<file path="config.mk">
export PLATFORM = sky130hd
export DESIGN_NAME = frame_tx
export DESIGN_NICKNAME = d
export VERILOG_FILES = /design/src/rtl/frame_tx_pkg.sv /design/src/rtl/frame_tx_hold.sv /design/src/rtl/frame_tx_build.sv /design/src/rtl/frame_tx_cell.sv /design/src/rtl/frame_tx_shift.sv /design/src/rtl/frame_tx.sv
export SDC_FILE = /design/constraint.sdc
export NUM_CORES = 1
export LEC_CHECK = 0
export BUFFER_PORTS_ARGS = -buffer_cell sky130_fd_sc_hd__buf_2
export CORE_MARGIN = 2
export CORE_UTILIZATION = 54
export CTS_BUF_LIST = sky130_fd_sc_hd__clkbuf_4
export DETAILED_ROUTE_END_ITERATION = 8
export GPL_ROUTABILITY_DRIVEN = 1
export PLACE_DENSITY = 0.9
export SLEW_MARGIN = 30
export SYNTH_ARGS = -nofsm -noshare
export SYNTH_HDL_FRONTEND = slang
export SYNTH_SLANG_ARGS = --single-unit
</file>
<file path="constraint.sdc">
create_clock -name clk -period 2.45 [get_ports clk]
set_clock_uncertainty 0.05 [all_clocks]
set_input_delay 0.3675 -clock clk [delete_from_list [all_inputs] [get_ports clk]]
set_output_delay 0.3675 -clock clk [all_outputs]
set_load 0.005 [all_outputs]
</file>
<file path="src/rtl/frame_tx_pkg.sv">
package frame_tx_pkg;

  typedef enum logic [1:0] {
    FMT_SYNC   = 2'b00,
    FMT_STOP1  = 2'b01,
    FMT_STOP15 = 2'b10,
    FMT_STOP2  = 2'b11
  } fmt_e;

  function automatic logic fmt_is_async(input logic [1:0] f);
    return f != FMT_SYNC;
  endfunction

endpackage

</file>
<file path="src/rtl/frame_tx_hold.sv">
module frame_tx_hold #(
  parameter int DATA_W = 8
) (
  input  logic              clk,
  input  logic              rst_n,
  input  logic              wr_en,
  input  logic [DATA_W-1:0] wr_data,
  input  logic              take,
  output logic [DATA_W-1:0] word,
  output logic              empty
);

  logic [DATA_W-1:0] word_q, word_d;
  logic              empty_q, empty_d;

  always_comb begin
    word_d  = word_q;
    empty_d = empty_q;
    if (wr_en) begin
      word_d  = wr_data;
      empty_d = 1'b0;
    end else if (take) begin
      empty_d = 1'b1;
    end
  end

  always_ff @(posedge clk or negedge rst_n) begin
    if (!rst_n) begin
      word_q  <= '0;
      empty_q <= 1'b1;
    end else begin
      word_q  <= word_d;
      empty_q <= empty_d;
    end
  end

  assign word  = word_q;
  assign empty = empty_q;

endmodule

</file>
<file path="src/rtl/frame_tx_build.sv">
module frame_tx_build #(
  parameter int DATA_W  = 8,
  parameter int FRAME_W = DATA_W + 4,
  parameter int LEN_W   = $clog2(FRAME_W + 1)
) (
  input  logic [DATA_W-1:0]  word,
  input  logic [DATA_W-1:0]  sync_char,
  input  logic               use_sync,
  input  logic [1:0]         wlen,
  input  logic [1:0]         fmt,
  input  logic               par_en,
  input  logic               par_even,
  output logic [FRAME_W-1:0] frame,
  output logic [LEN_W-1:0]   flen
);
  import frame_tx_pkg::*;

  logic [DATA_W-1:0]  src, mask, data_m;
  logic [LEN_W-1:0]   nbits, n_start, n_body, n_stop;
  logic               calc_par, stored_par, par_bit;
  logic [FRAME_W-1:0] body;

  always_comb begin
    src        = use_sync ? sync_char : word;
    nbits      = LEN_W'(DATA_W) - LEN_W'(wlen);
    mask       = ~({DATA_W{1'b1}} << nbits);
    data_m     = src & mask;
    calc_par   = par_even ? (^data_m) : ~(^data_m);
    stored_par = |((src >> nbits) & DATA_W'(1));
    par_bit    = (use_sync && (nbits != LEN_W'(DATA_W))) ? stored_par : calc_par;

    n_start = fmt_is_async(fmt) ? LEN_W'(1) : LEN_W'(0);
    n_body  = nbits + LEN_W'(par_en);
    case (fmt)
      FMT_SYNC:  n_stop = LEN_W'(0);
      FMT_STOP1: n_stop = LEN_W'(1);
      default:   n_stop = LEN_W'(2);
    endcase

    body  = FRAME_W'(data_m) | (FRAME_W'(par_en & par_bit) << nbits);
    frame = ({FRAME_W{1'b1}} << (n_start + n_body)) | (body << n_start);
    flen  = n_start + n_body + n_stop;
  end

endmodule

</file>
<file path="src/rtl/frame_tx_cell.sv">
module frame_tx_cell #(
  parameter int CELLS = 16
) (
  input  logic clk,
  input  logic rst_n,
  input  logic tick,
  input  logic run,
  input  logic clr,
  input  logic div16,
  input  logic short_bit,
  output logic bit_end
);

  localparam int CELL_W = $clog2(CELLS);

  logic [CELL_W-1:0] cnt_q, cnt_d, lim;
  logic              step;

  always_comb begin
    lim     = short_bit ? CELL_W'(CELLS / 2 - 1) : CELL_W'(CELLS - 1);
    step    = tick & run;
    bit_end = step & (~div16 | (cnt_q == lim));
    if (clr || bit_end)
      cnt_d = '0;
    else if (step && div16)
      cnt_d = cnt_q + CELL_W'(1);
    else
      cnt_d = cnt_q;
  end

  always_ff @(posedge clk or negedge rst_n) begin
    if (!rst_n) cnt_q <= '0;
    else        cnt_q <= cnt_d;
  end

endmodule

</file>
<file path="src/rtl/frame_tx_shift.sv">
module frame_tx_shift #(
  parameter int FRAME_W = 12,
  parameter int LEN_W   = 4
) (
  input  logic               clk,
  input  logic               rst_n,
  input  logic               tick,
  input  logic               bit_end,
  input  logic               start_ok,
  input  logic [FRAME_W-1:0] frame_in,
  input  logic [LEN_W-1:0]   flen_in,
  input  logic               half_in,
  output logic               load,
  output logic               busy,
  output logic               short_bit,
  output logic               txd
);

  logic [FRAME_W-1:0] sh_q, sh_d;
  logic [LEN_W-1:0]   left_q, left_d;
  logic               busy_q, busy_d;
  logic               half_q, half_d;
  logic               txd_q, txd_d;
  logic               last;

  always_comb begin
    last   = busy_q && (left_q == LEN_W'(1));
    load   = tick & start_ok & (~busy_q | (bit_end & last));
    sh_d   = sh_q;
    left_d = left_q;
    busy_d = busy_q;
    half_d = half_q;
    if (load) begin
      sh_d   = frame_in;
      left_d = flen_in;
      busy_d = 1'b1;
      half_d = half_in;
    end else if (bit_end) begin
      if (last) begin
        busy_d = 1'b0;
      end else begin
        sh_d   = {1'b1, sh_q[FRAME_W-1:1]};
        left_d = left_q - LEN_W'(1);
      end
    end
    txd_d = busy_d ? sh_d[0] : 1'b1;
  end

  always_ff @(posedge clk or negedge rst_n) begin
    if (!rst_n) begin
      sh_q   <= '1;
      left_q <= '0;
      busy_q <= 1'b0;
      half_q <= 1'b0;
      txd_q  <= 1'b1;
    end else begin
      sh_q   <= sh_d;
      left_q <= left_d;
      busy_q <= busy_d;
      half_q <= half_d;
      txd_q  <= txd_d;
    end
  end

  assign busy      = busy_q;
  assign short_bit = last & half_q;
  assign txd       = txd_q;

endmodule

</file>
<file path="src/rtl/frame_tx.sv">
module frame_tx #(
  parameter int DATA_W = 8,
  parameter int CELLS  = 16
) (
  input  logic              clk,
  input  logic              rst_n,
  input  logic              tx_tick,
  input  logic              cfg_div16,
  input  logic [1:0]        cfg_wlen,
  input  logic [1:0]        cfg_fmt,
  input  logic              cfg_par_en,
  input  logic              cfg_par_even,
  input  logic [DATA_W-1:0] sync_char,
  input  logic              wr_en,
  input  logic [DATA_W-1:0] wr_data,
  output logic              hold_empty,
  output logic              txd
);
  import frame_tx_pkg::*;

  localparam int FRAME_W = DATA_W + 4;
  localparam int LEN_W   = $clog2(FRAME_W + 1);

  logic [DATA_W-1:0]  held_word;
  logic [FRAME_W-1:0] frame;
  logic [LEN_W-1:0]   flen;
  logic               load, busy, short_bit, bit_end, start_ok, half_stop;

  assign start_ok  = ~hold_empty | (cfg_fmt == FMT_SYNC);
  assign half_stop = cfg_div16 & (cfg_fmt == FMT_STOP15);

  frame_tx_hold #(.DATA_W(DATA_W)) u_hold (
    .clk     (clk),
    .rst_n   (rst_n),
    .wr_en   (wr_en),
    .wr_data (wr_data),
    .take    (load),
    .word    (held_word),
    .empty   (hold_empty)
  );

  frame_tx_build #(.DATA_W(DATA_W), .FRAME_W(FRAME_W), .LEN_W(LEN_W)) u_build (
    .word      (held_word),
    .sync_char (sync_char),
    .use_sync  (hold_empty),
    .wlen      (cfg_wlen),
    .fmt       (cfg_fmt),
    .par_en    (cfg_par_en),
    .par_even  (cfg_par_even),
    .frame     (frame),
    .flen      (flen)
  );

  frame_tx_cell #(.CELLS(CELLS)) u_cell (
    .clk       (clk),
    .rst_n     (rst_n),
    .tick      (tx_tick),
    .run       (busy),
    .clr       (load),
    .div16     (cfg_div16),
    .short_bit (short_bit),
    .bit_end   (bit_end)
  );

  frame_tx_shift #(.FRAME_W(FRAME_W), .LEN_W(LEN_W)) u_shift (
    .clk       (clk),
    .rst_n     (rst_n),
    .tick      (tx_tick),
    .bit_end   (bit_end),
    .start_ok  (start_ok),
    .frame_in  (frame),
    .flen_in   (flen),
    .half_in   (half_stop),
    .load      (load),
    .busy      (busy),
    .short_bit (short_bit),
    .txd       (txd)
  );

endmodule

</file>
* Word level (Yosys, flattened, before mapping)
Cells that the tools add are included.
Word-level totals: latch bits 0, memories 0, RAM bits 0, word-level logic and storage cells 76, input port bits 27, ROM bits 0, register bits after elaboration 32
Cells by class: shift-type cells 5, div/mod/pow operators 0, bitwise logic cells 19, multiply operators 0, $lt $le $gt $ge 0, reduce and logical (&&, ||, !) cells 11, multiplexer cells 20, $add $sub $neg 6, equal/unequal tests 6
Operators with widths (count):
- two-way mux 12 bit | 3
- two-way mux 4 bit | 6
- << shifter 12 x 4 -> 12 bit | 2
- OR 12 bit | 1
- OR 8 x 12 -> 12 bit | 1
- << shifter 12 x 4 -> 12 bit, first input constant | 1
- two-way mux 1 bit | 9
- adder 4 bit | 2
- bitwise AND 1 bit | 8
- bitwise AND 8 bit | 1
- two-way mux 8 bit | 1
- inverter 8 bit | 1
- nonzero test 2 bit | 4
- parity 8 bit | 1
- << shifter 8 x 4 -> 8 bit, first input constant | 1
- right shift 8 x 4 -> 1 bit | 1
- adder 4 x 1 -> 4 bit | 1
- adder 4 x 1 -> 4 bit, second input constant | 1
- equality test 4 x 1 -> 1 bit, second input constant | 1
- equality test 4 bit | 1
- inequality test 4 bit, second input constant | 1
- inverter 1 bit | 4
- one-hot mux 2 bit (2 select lines) | 1
- subtractor 4 x 1 -> 4 bit, second input constant | 1
- 9 further kinds | 13

* Longest topological paths before layout
Gate-level depths: netlist of run 1.
depth in word-level cells 15, mapped depth 10

* Modules after synthesis
Synthesis of run 1 repeated with hierarchy kept, for this count alone.
Unflattened totals: cell total of the unflattened synthesis 270, area, all modules 2585.0 um^2
By module, submodules not included:
- frame_tx_shift | area an instance 1068.5 um^2, cells each 113, times used 1
- frame_tx_build | area an instance 904.6 um^2, cells each 108, times used 1
- frame_tx_hold | area an instance 367.9 um^2, cells each 19, times used 1
- frame_tx_cell | area an instance 230.2 um^2, cells each 28, times used 1
- frame_tx | area an instance 13.8 um^2, cells each 2, times used 1

* Worst setup path after synthesis of run 1
OpenSTA, ideal clock, no wires.
kind input-to-reg, start point input cfg_wlen[0], end point register u_shift.left_q[2], data required time 2274 ps, stages on the path 8, setup time 126 ps, setup slack -423 ps, data arrival time 2697 ps, cells stage by stage clkbuf_1 -> inv_1 -> fa_1 -> inv_1 -> fa_1 -> fa_1 -> xnor2_1 -> a221o_1
On the way: word-level cells in the longest chain between the ends 5
RTL lines:
- from (decl) | line frame_tx.sv:9 | input logic [1:0] cfg_wlen,
- subtractor 4 x 2 -> 4 bit | line frame_tx_build.sv:25 | nbits = LEN_W'(DATA_W) - LEN_W'(wlen);
- adder 4 x 1 -> 4 bit | line frame_tx_build.sv:33 | n_body = nbits + LEN_W'(par_en);
- adder 4 bit (2 in series) | line frame_tx_build.sv:42 | flen = n_start + n_body + n_stop;
- two-way mux 4 bit | line frame_tx_shift.sv:33 | if (load) begin
- to (signal assigned) | line frame_tx_shift.sv:58 | left_q <= left_d;
- to (decl) | line frame_tx_shift.sv:20 | logic [LEN_W-1:0] left_q, left_d;
No other way between the ends. A chain may end at the register's enable or synchronous reset.

* Worst setup path in the final report of run 1
start point register u_shift.left_q[1], end point register u_shift.left_q[3]
On the way: word-level cells in the longest chain between the ends 12
RTL lines:
- equality test 4 x 1 -> 1 bit | line frame_tx_shift.sv:27 | last = busy_q && (left_q == LEN_W'(1));
- logical AND 1 bit | line frame_tx_shift.sv:27
- bitwise AND 1 bit | line frame_tx_shift.sv:66 | assign short_bit = last & half_q;
- two-way mux 4 bit | line frame_tx_cell.sv:20 | lim = short_bit ? CELL_W'(CELLS / 2 - 1) : CELL_W'(CELLS - 1);
- equality test 4 bit | line frame_tx_cell.sv:22 | bit_end = step & (~div16 | (cnt_q == lim));
- OR 1 bit | line frame_tx_cell.sv:22
- bitwise AND 1 bit | line frame_tx_cell.sv:22
- bitwise AND 1 bit | line frame_tx_shift.sv:28 | load = tick & start_ok & (~busy_q | (bit_end & last));
- OR 1 bit | line frame_tx_shift.sv:28
- bitwise AND 1 bit | line frame_tx_shift.sv:28
- inequality test 2 bit (no line) or nonzero test 2 bit (tied branches)
- AND reduction 2 bit (no line)
Several ways; a longest one is shown, not always the timed one. The select of a mux whose other input is x is not followed.

==> results of run 1 <==
## cell type report
class / instances / area [µm²] / share of cell area
flip-flops and latches: 32 / 822 / 0.294
inverters: 10 / 42.5 / 0.0152
repair buffers: 55 / 353 / 0.126
well taps: 50 / 62.6 / 0.0224
multi-input cells: 184 / 1460 / 0.522
clock inverters: 2 / 11.3 / 0.00403
clock buffers: 6 / 45.0 / 0.0161
## kinds of logic after synthesis
logic type | after synthesis | share of synthesized area
DFF | 32 | 0.355
buffers and inverters | 24 | 0.0408
AOI/OAI and AO/OA | 50 | 0.145
and+or+nand+nor | 77 | 0.171
xor gates and xnor gates | 17 | 0.0712
adders and majority gates | 12 | 0.0750
muxes | 28 | 0.142
## synth_stat cells, types with 5 or more instances
| library cell | count | area, µm² |
|---|---|---|
| xnor2_1 | 7 | 61.3 |
| nand2_1 | 21 | 78.8 |
| dfrtp_1 | 18 | 450 |
| xor2_1 | 8 | 70.1 |
| clkbuf_1 | 12 | 45.0 |
| o21ai_1 | 5 | 25.0 |
| a211oi_1 | 7 | 52.6 |
| dfstp_2 | 14 | 368 |
| a31oi_1 | 5 | 31.3 |
| mux2i_1 | 14 | 140 |
| ha_1 | 9 | 113 |
| nand3_1 | 5 | 25.0 |
| a21oi_1 | 7 | 35.0 |
| o21ai_0 | 10 | 50.1 |
| inv_1 | 8 | 30.0 |
| mux2_2 | 10 | 113 |
| nor2_1 | 19 | 71.3 |
## timing repair
| action | in CTS | in global routing |
|---|---|---|
| hold buffers | 0 | 0 |
| pin swaps | 1 | 2 |
| endpoints found under the setup margin | 2 | 11 |
| endpoints found under the hold margin | 0 | 0 |
| setup buffers | 0 | 7 |
| gates resized for setup | 4 | 14 |
## power groups by stage
stage / Combinational (mW) / Clock, mW / Sequential [mW]
after floorplan: 0.817 / 0 / 0.867
final: 1.31 / 0.318 / 0.921
after CTS: 1.14 / 0.319 / 0.920
after detailed placement: 1.12 / 0 / 0.929
after global placement: 1.06 / 0 / 0.917
after global routing: 1.43 / 0.340 / 0.948
## worst min path at each step
stage | start | end | slack [ns] | depth (start not counted)
after floorplan | rst_n | u_cell.cnt_q[0] | 0.02 | 0
after global placement | u_shift.sh_q[1] | u_shift.sh_q[1] | 0.39 | 2
after detailed placement | rst_n | u_cell.cnt_q[2] | 0.41 | 1
after CTS | rst_n | u_cell.cnt_q[2] | 0.03 | 1
after global routing | rst_n | u_cell.cnt_q[2] | 0.06 | 1
final | rst_n | u_shift.half_q | -0.002 | 1
## sequential cells by signal, indices dropped and copies added, names as in the netlist
signal and count:
u_cell.cnt_q 4, u_hold.empty 1, u_hold.word 8, u_shift.busy 1, u_shift.half_q 1, u_shift.left_q 4, u_shift.sh_q 12, u_shift.txd 1
## per-layer routing
metal  global-route usage  vias to the layer above  routed length, µm
met5                    0                        -                  0
met4                0.126                        0                207
met3               0.0451                       24                308
met2                0.402                       84               2800
met1                0.309                      981               2270
li1                     -                      964                  -
## stage by stage
stage	area [µm²]	utilization	TNS, ns	setup WS, ns	power, mW
after CTS	2690	0.662	-0.00955	-0.00955	2.38
after floorplan	2320	-	-0.0549	-0.0549	1.68
after detailed placement	2620	0.647	-0.389	-0.116	2.05
after global routing	2800	0.689	-0.119	-0.0928	2.72
final	2800	0.689	0	0.00940	2.55
after global placement	2620	0.647	-0.0885	-0.0569	1.98
==> results.sh, run 1 <==
export IMPL_slowest_stage="or4_1"
export IMPL_via_per_inst=6.06
export IMPL_final_cells=339
export IMPL_drc=0
export IMPL_p_leak_nw=1.21
export IMPL_drt_initial_drc_count=226
export IMPL_max_slew_margin=0.519
export IMPL_antenna_found_initial=0
export IMPL_num_io_pins=29
export IMPL_outcome="finished with violations"
export IMPL_drive_gt1_frac=0.388
export IMPL_p_clk_frac=0.125
export IMPL_yosysSeqAreaShare=0.355
export IMPL_clkTransAtPathRegs_ns=0.11
export IMPL_clock_latency_ns=0.36
export IMPL_comb_power_share=0.515
export IMPL_synth_seq_cells=32
export IMPL_ant_nets=0
export IMPL_detail_route_wl_per_cell_um=16.5
export IMPL_start_util=0.567
export IMPL_crit_path_start="u_shift.left_q[1]"
export IMPL_critical_path_class="reg2reg"
export IMPL_routed_wl_mm=5.59
export IMPL_syn_area_mm2=0.00230
export IMPL_grt_pass1_vias=2087
export IMPL_crit_reg2reg_capture="u_shift.left_q[3]"
export IMPL_crit_path_cell_trace="inv_2 -> ha_4 -> or3b_4 -> or3_4 -> a21oi_2 -> o21bai_1 -> or4_1 -> mux2i_1 -> a21oi_1"
export IMPL_cts_max_path_buffers=2
export IMPL_ys_types=52
export IMPL_gp_congestion=0.913
export IMPL_root_buffer="clkbuf_4"
export IMPL_min_period_ns=2.44
export IMPL_cp_required_ns=2.63
export IMPL_numPlacedInstances=324
export IMPL_cts_made_buffers=5
export IMPL_slew_violations=0
export IMPL_synth_ff_type="dfrtp_1"
export IMPL_core_area_mm2=0.00406
export IMPL_switchingPower_uw=999
export IMPL_cts_tree="built"
export IMPL_worstMarginPinSlew_ns=0.722
export IMPL_seqPwrFrac=0.361
export IMPL_setup_viol=0
export IMPL_async_flop_share=1.00
export IMPL_mostFrequentLayoutCell="buf_2"
export IMPL_max_freq_mhz=410
export IMPL_cp_max_fo=3
export IMPL_nets=327
export IMPL_worst_hold_slack_ns=-0.00158
export IMPL_worst_path_buf_inv=1
export IMPL_port_buffers=28
export IMPL_grt_max_degree=33
export IMPL_cp_end_kind="register"
export IMPL_min_period_over_period=0.996
export IMPL_yosys_warnings=0
export IMPL_routed_via_count=2053
export IMPL_cts_htree_levels=2
export IMPL_rows=23
export IMPL_crit_path_max_incr_delay_ns=0.42
export IMPL_cts_sinks=32
export IMPL_syn_to_final_growth_pct=21.5
export IMPL_postSynthAreaPerCell_um2=9.59
export IMPL_irDropWorstVdd_mv=0.527
export IMPL_power_density_mw_per_mm2=913
export IMPL_p_int_mw=1.55
export IMPL_n_fill_cell=297
export IMPL_grt_ovfl_total=0
export IMPL_synth_edff_count=0
export IMPL_startpoint_type="register"
export IMPL_dp_hpwl_mm=4.17
export IMPL_holdCritPathClass="in2async"
export IMPL_crit_end="u_shift.left_q[3]"
export IMPL_n_antenna_cell=0
export IMPL_dieHeight_um=69.3
export IMPL_reg2reg_slack_ns=0.009
export IMPL_drt_pass1_iterations=5
export IMPL_grt_pass1_wl_mm=9.45
export IMPL_die_area_mm2=0.00480
export IMPL_rr_startpoint="u_shift.left_q[1]"
export IMPL_syn_nets=279
export IMPL_grt_use_total=0.245
export IMPL_crit_cells=9
export IMPL_switching_share=0.391
export IMPL_netlist_instances=240
export IMPL_ff2ff_path_depth=9
export IMPL_violations="hold timing"
export IMPL_crit_arrival_ns=2.62
export IMPL_finalHoldViolations=2
export IMPL_rsz0062_at_grt="yes"
export IMPL_die_w_um=69.3
export IMPL_mostFrequentLayoutCells="28 x buf_2, 25 x buf_4, 21 x nand2_1"
export IMPL_path_delay_family="simple AND/OR/NAND/NOR gates"
export IMPL_cap_violations=0
Power figures use the tool's default switching activity.
==> run 2, diff against run 1 <==
--- a/config.mk
+++ b/config.mk
@@ -12,6 +12,7 @@
 export DETAILED_ROUTE_END_ITERATION = 8
 export GPL_ROUTABILITY_DRIVEN = 1
 export PLACE_DENSITY = 0.9
+export REMOVE_ABC_BUFFERS = 1
 export SLEW_MARGIN = 30
 export SYNTH_ARGS = -nofsm -noshare
 export SYNTH_HDL_FRONTEND = slang
==> run 2 against run 1 <==
Compared with the run above: the flow finishes with violations (setup timing); first-iteration DRC count shrank 37%; via count is essentially flat; critical path type unchanged; clock-buffer cell count is the same; sequential share of layout area shrank 1.0 points; critical path depth is the same; routed wire length is essentially flat; combinational power grew 5%; critical endpoint unchanged; die area is the same; highest routed layer unchanged; register-to-register slack lost 0.13 ns.
==> results.sh, run 2 (synthesis gave the netlist of run 1 again) <==
export IMPL_ant_nets=0
export IMPL_grt_pass1_wl_mm=9.07
export IMPL_startpoint_type="register"
export IMPL_drt_pass1_iterations=4
export IMPL_cts_made_buffers=5
export IMPL_nets=334
export IMPL_root_buffer="clkbuf_4"
export IMPL_grt_use_total=0.232
export IMPL_grt_ovfl_total=0
export IMPL_mostFrequentLayoutCells="33 x buf_4, 28 x buf_2, 21 x nand2_1"
export IMPL_syn_to_final_growth_pct=25.4
export IMPL_cp_required_ns=2.61
export IMPL_start_util=0.567
export IMPL_fin_util=0.711
export IMPL_die_w_um=69.3
export IMPL_outcome="finished with violations"
export IMPL_drive_gt1_frac=0.402
export IMPL_max_freq_mhz=389
export IMPL_crit_arrival_ns=2.73
export IMPL_power_density_mw_per_mm2=937
export IMPL_port_buffers=28
export IMPL_routed_wl_mm=5.59
export IMPL_slew_violations=0
export IMPL_rr_startpoint="u_shift.left_q[1]"
export IMPL_top_register="u_shift.sh_q"
export IMPL_clkTransAtPathRegs_ns=0.11
export IMPL_crit_path_start="u_shift.left_q[1]"
export IMPL_p_leak_nw=1.26
export IMPL_core_area_mm2=0.00406
export IMPL_num_io_pins=29
export IMPL_cts_sinks=32
export IMPL_grt_max_degree=33
export IMPL_antenna_found_initial=0
export IMPL_routed_via_count=2052
export IMPL_n_fill_cell=282
export IMPL_cts_max_path_buffers=2
export IMPL_grt_pass1_vias=2080
export IMPL_power_total_mw=2.71
export IMPL_gp_congestion=0.936
export IMPL_cap_violations=0
export IMPL_cts_htree_levels=2
export IMPL_cts_hold_buf=0
export IMPL_via_per_inst=5.93
export IMPL_drt_initial_drc_count=142
export IMPL_min_period_over_period=1.05
export IMPL_die_area_mm2=0.00480
export IMPL_clock_latency_ns=0.34
export IMPL_irDropWorstVdd_mv=0.501
export IMPL_detail_route_wl_per_cell_um=16.2
export IMPL_dp_hpwl_mm=4.04
export IMPL_rsz0062_at_grt="yes"
export IMPL_critical_path_class="reg2reg"
export IMPL_max_slew_margin=0.523
export IMPL_largest_reg_flops=12
export IMPL_mostFrequentLayoutCell="buf_4"
export IMPL_finalHoldViolations=0
export IMPL_drc=0
export IMPL_rows=23
export IMPL_cts_tree="built"
export IMPL_dieHeight_um=69.3
export IMPL_setup_ws_ns=-0.120
export IMPL_cp_max_fo=2
export IMPL_violations="setup timing"
export IMPL_setup_viol=1
export IMPL_worstMarginPinSlew_ns=0.715
export IMPL_n_antenna_cell=0
export IMPL_cp_end_kind="register"
export IMPL_holdCritPathClass="in2async"
export IMPL_min_period_ns=2.57
run 2: per-stage QoR:
step / instance area (µm²) / setup TNS, ns / setup slack, ns / hold WS [ns] / instances
after global placement: 2640 / -0.425 / -0.172 / 0.396 / 330
after floorplan: 2250 / -0.487 / -0.259 / 0.0219 / 226
after CTS: 2760 / -0.0746 / -0.0746 / 0.0345 / 341
after detailed placement: 2640 / -0.709 / -0.238 / 0.399 / 330
after global routing: 2890 / -0.258 / -0.186 / 0.0725 / 346
final: 2890 / -0.120 / -0.120 / 0.00629 / 346
run 2: what timing repair did:
action,CTS,global route
endpoints found under the setup margin,5,17
gates resized for setup,2,17
pin swaps,0,9
setup buffers,3,6
run 2: layout make-up:
class / count / area, µm² / share of cell area
multi-input cells: 184 / 1480 / 0.513
inverters: 10 / 37.5 / 0.0130
flip-flops and latches: 32 / 818 / 0.283
repair buffers: 62 / 408 / 0.141
clock inverters: 2 / 35.0 / 0.0121
well taps: 50 / 62.6 / 0.0217
clock buffers: 6 / 45.0 / 0.0156
run 2: layer usage:
metal,part of all wire,GRT usage,vias to the layer above,wire [µm]
met5,0,0,-,0
met4,0.015,0.0850,0,86
met3,0.048,0.0436,11,269
met2,0.50,0.405,63,2820
met1,0.43,0.284,1006,2410
li1,-,-,972,-
run 2: critical path: stages (launching register included):
cell and delay [ns]:
dfrtp_1 0.41, inv_2 0.09, ha_4 0.13, or3b_4 0.37
or3_4 0.33, a21oi_2 0.14, o21bai_2 0.10, or4_4 0.55
mux2i_2 0.20, a21oi_1 0.09
run 2: worst paths after layout:
check                                     to  slack, ns  cells past startpoint
setup / recovery           u_shift.left_q[3]      -0.12                      9
hold / removal                u_hold.word[7]      0.006                      1
setup reg to reg           u_shift.left_q[3]      -0.12                      9
hold reg to reg              u_shift.sh_q[2]       0.41                      2
max in group asynchronous  u_shift.left_q[3]       1.87                      1
min in group clk              u_hold.word[4]       0.19                      2
run 2: where the power goes:
group	internal, mW	total (mW)	switching (mW)	leakage [nW]
clock	0.225	0.423	0.198	0.0456
sequential	0.771	0.916	0.145	0.365
combinational	0.705	1.37	0.662	0.848
==> run 3, diff against run 2 <==
--- a/config.mk
+++ b/config.mk
@@ -5,6 +5,7 @@
 export SDC_FILE = /design/constraint.sdc
 export NUM_CORES = 1
 export LEC_CHECK = 0
+export ABC_CLOCK_PERIOD_IN_PS = 2450
 export BUFFER_PORTS_ARGS = -buffer_cell sky130_fd_sc_hd__buf_2
 export CORE_MARGIN = 2
 export CORE_UTILIZATION = 54
==> constraint.sdc (replaced) <==
create_clock -name clk -period 2.45 [get_ports clk]
set_clock_uncertainty 0.05 [all_clocks]
set_input_delay 0.245 -clock clk [delete_from_list [all_inputs] [get_ports clk]]
set_output_delay 0.245 -clock clk [all_outputs]
set_load 0.005 [all_outputs]
==> run 3 against run 2 <==
Compared with the run above: setup slack better by 0.10 ns; the flow still finishes with violations (setup timing); first-iteration DRC count rose by 20%; cell count down 0.87%; sequential share of layout area rose by 0.49 points; global-route usage grew 0.97 points; critical path type unchanged; fmax increased by 4.3%; largest power group unchanged; non-clock buffer count is 3 lower; flip-flop and latch count is the same; clock power rose by 2%.
==> results.sh, run 3 (synthesis gave the netlist of run 1 again) <==
export IMPL_power_total_mw=2.69
export IMPL_p_leak_nw=1.24
export IMPL_grt_pass1_wl_mm=9.30
export IMPL_outcome="finished with violations"
export IMPL_regArea_um2=818
export IMPL_port_buffers=28
export IMPL_die_area_mm2=0.00480
export IMPL_slowest_stage="dfrtp_1"
export IMPL_crit_path_cell_trace="inv_2 -> ha_4 -> or3b_4 -> or3_4 -> a21oi_2 -> o21bai_1 -> or4_4 -> mux2i_1 -> a21oi_1"
export IMPL_num_io_pins=29
export IMPL_dp_hpwl_mm=4.08
export IMPL_pre_cts_slack_ns=-0.0881
export IMPL_min_period_ns=2.47
export IMPL_root_buffer="clkbuf_4"
export IMPL_routed_wl_mm=5.83
export IMPL_cap_violations=0
export IMPL_cts_sinks=32
export IMPL_detail_route_wl_per_cell_um=17.0
export IMPL_cts_tree="built"
export IMPL_worst_path_buf_inv=1
export IMPL_mostFrequentLayoutCells="29 x buf_4, 28 x buf_2, 21 x nand2_1"
export IMPL_critical_path_class="reg2reg"
export IMPL_nets=331
export IMPL_drt_initial_drc_count=171
export IMPL_multiInputGateArea_mm2=0.00147
export IMPL_worstMarginPinSlew_ns=0.727
export IMPL_start_util=0.567
export IMPL_gp_congestion=0.890
export IMPL_min_period_over_period=1.01
export IMPL_slew_violations=0
export IMPL_setup_ws_ns=-0.0154
export IMPL_antenna_found_initial=0
export IMPL_grt_pass1_vias=2053
export IMPL_top_register="u_shift.sh_q"
export IMPL_finalHoldViolations=0
export IMPL_drive_gt1_frac=0.392
export IMPL_cp_required_ns=2.63
export IMPL_dieHeight_um=69.3
export IMPL_path_delay_family="simple AND/OR/NAND/NOR gates"
export IMPL_via_per_inst=6.04
export IMPL_cts_max_path_buffers=2
export IMPL_cp_max_fo=2
export IMPL_max_freq_mhz=406
export IMPL_drc=0
export IMPL_n_antenna_cell=0
export IMPL_holdCritPathClass="in2reg"
export IMPL_ant_nets=0
export IMPL_violations="setup timing"
export IMPL_cts_htree_levels=2
export IMPL_grt_max_degree=33
export IMPL_mostFrequentLayoutCell="buf_4"
export IMPL_rsz0062_at_grt="yes"
export IMPL_drt_pass1_iterations=4
export IMPL_clock_latency_ns=0.36
export IMPL_die_w_um=69.3
export IMPL_startpoint_type="register"
export IMPL_cp_end_kind="register"
export IMPL_setup_viol=1
export IMPL_rows=23
export IMPL_max_slew_margin=0.516
export IMPL_fin_util=0.699
export IMPL_crit_arrival_ns=2.64
export IMPL_core_area_mm2=0.00406
export IMPL_cts_made_buffers=5
export IMPL_grt_use_total=0.242
export IMPL_largest_reg_flops=12
export IMPL_syn_to_final_growth_pct=23.3
export IMPL_grt_ovfl_total=0
export IMPL_n_fill_cell=291
export IMPL_irDropWorstVdd_mv=0.564
export IMPL_clkTransAtPathRegs_ns=0.11
export IMPL_power_density_mw_per_mm2=949
export IMPL_routed_via_count=2072
export IMPL_crit_path_max_incr_delay_ns=0.43
==> run 3: cell type report <==
class / instances / area share
inverters: 10 / 0.0132
well taps: 50 / 0.0220
clock buffers: 6 / 0.0159
repair buffers: 59 / 0.131
clock inverters: 2 / 0.0123
flip-flops and latches: 32 / 0.288
multi-input cells: 184 / 0.517
==> run 3: through the flow <==
step | hold slack (ns) | area, µm² | std cells | setup TNS, ns
6_report | 0.0610 | 2840 | 343 | -0.0154
5_1_grt | 0.0560 | 2840 | 343 | -0.217
4_1_cts | 0.0606 | 2750 | 339 | -0.0723
3_5_place_dp | 0.296 | 2610 | 326 | -0.202
3_3_place_gp | 0.279 | 2610 | 326 | -0.0619
2_1_floorplan | -0.101 | 2250 | 226 | -0.268
==> run 3: final timing paths <==
kind                                   start  slack [ns]           endpoint  depth (start not counted)
setup reg to reg           u_shift.left_q[1]       -0.02  u_shift.left_q[3]                          9
setup / recovery           u_shift.left_q[1]       -0.02  u_shift.left_q[3]                          9
max in group asynchronous              rst_n        1.45  u_shift.left_q[3]                          2
hold / removal                    wr_data[5]        0.06     u_hold.word[5]                          2
min in group asynchronous              rst_n        0.42     u_hold.word[6]                          2
hold reg to reg              u_shift.sh_q[2]        0.41    u_shift.sh_q[2]                          2
==> run 3: timing repair <==
item | in CTS | in global routing
hold buffers | 1 | 0
setup endpoints to repair | 4 | 17
endpoints found under the hold margin | 18 | 0
pin swaps | 5 | 5
resized for setup | 5 | 14
setup buffers | 4 | 5
==> run 3: worst reg2reg max path: cells and delay by family, from the launching register on <==
family | cells | cell delay [ns]
flip-flops | 1 | 0.43
AND/OR/NAND/NOR | 3 | 1.13
AO/OA/AOI/OAI | 3 | 0.33
multiplexers | 1 | 0.17
buffers and inverters | 1 | 0.10
adder cells (fa/ha/maj) | 1 | 0.13
==> run 3: power breakdown <==
part | internal, mW | switching, mW
Clock | 0.225 | 0.206
Combinational | 0.668 | 0.667
Sequential | 0.771 | 0.156
==> run 3: layer usage <==
| metal | GRT usage | vias to the layer above | part of all wire |
|---|---|---|---|
| met5 | 0 | - | 0 |
| met4 | 0.0828 | 0 | 0.020 |
| met3 | 0.0581 | 14 | 0.068 |
| met2 | 0.408 | 99 | 0.50 |
| met1 | 0.302 | 988 | 0.41 |
| li1 | - | 971 | - |
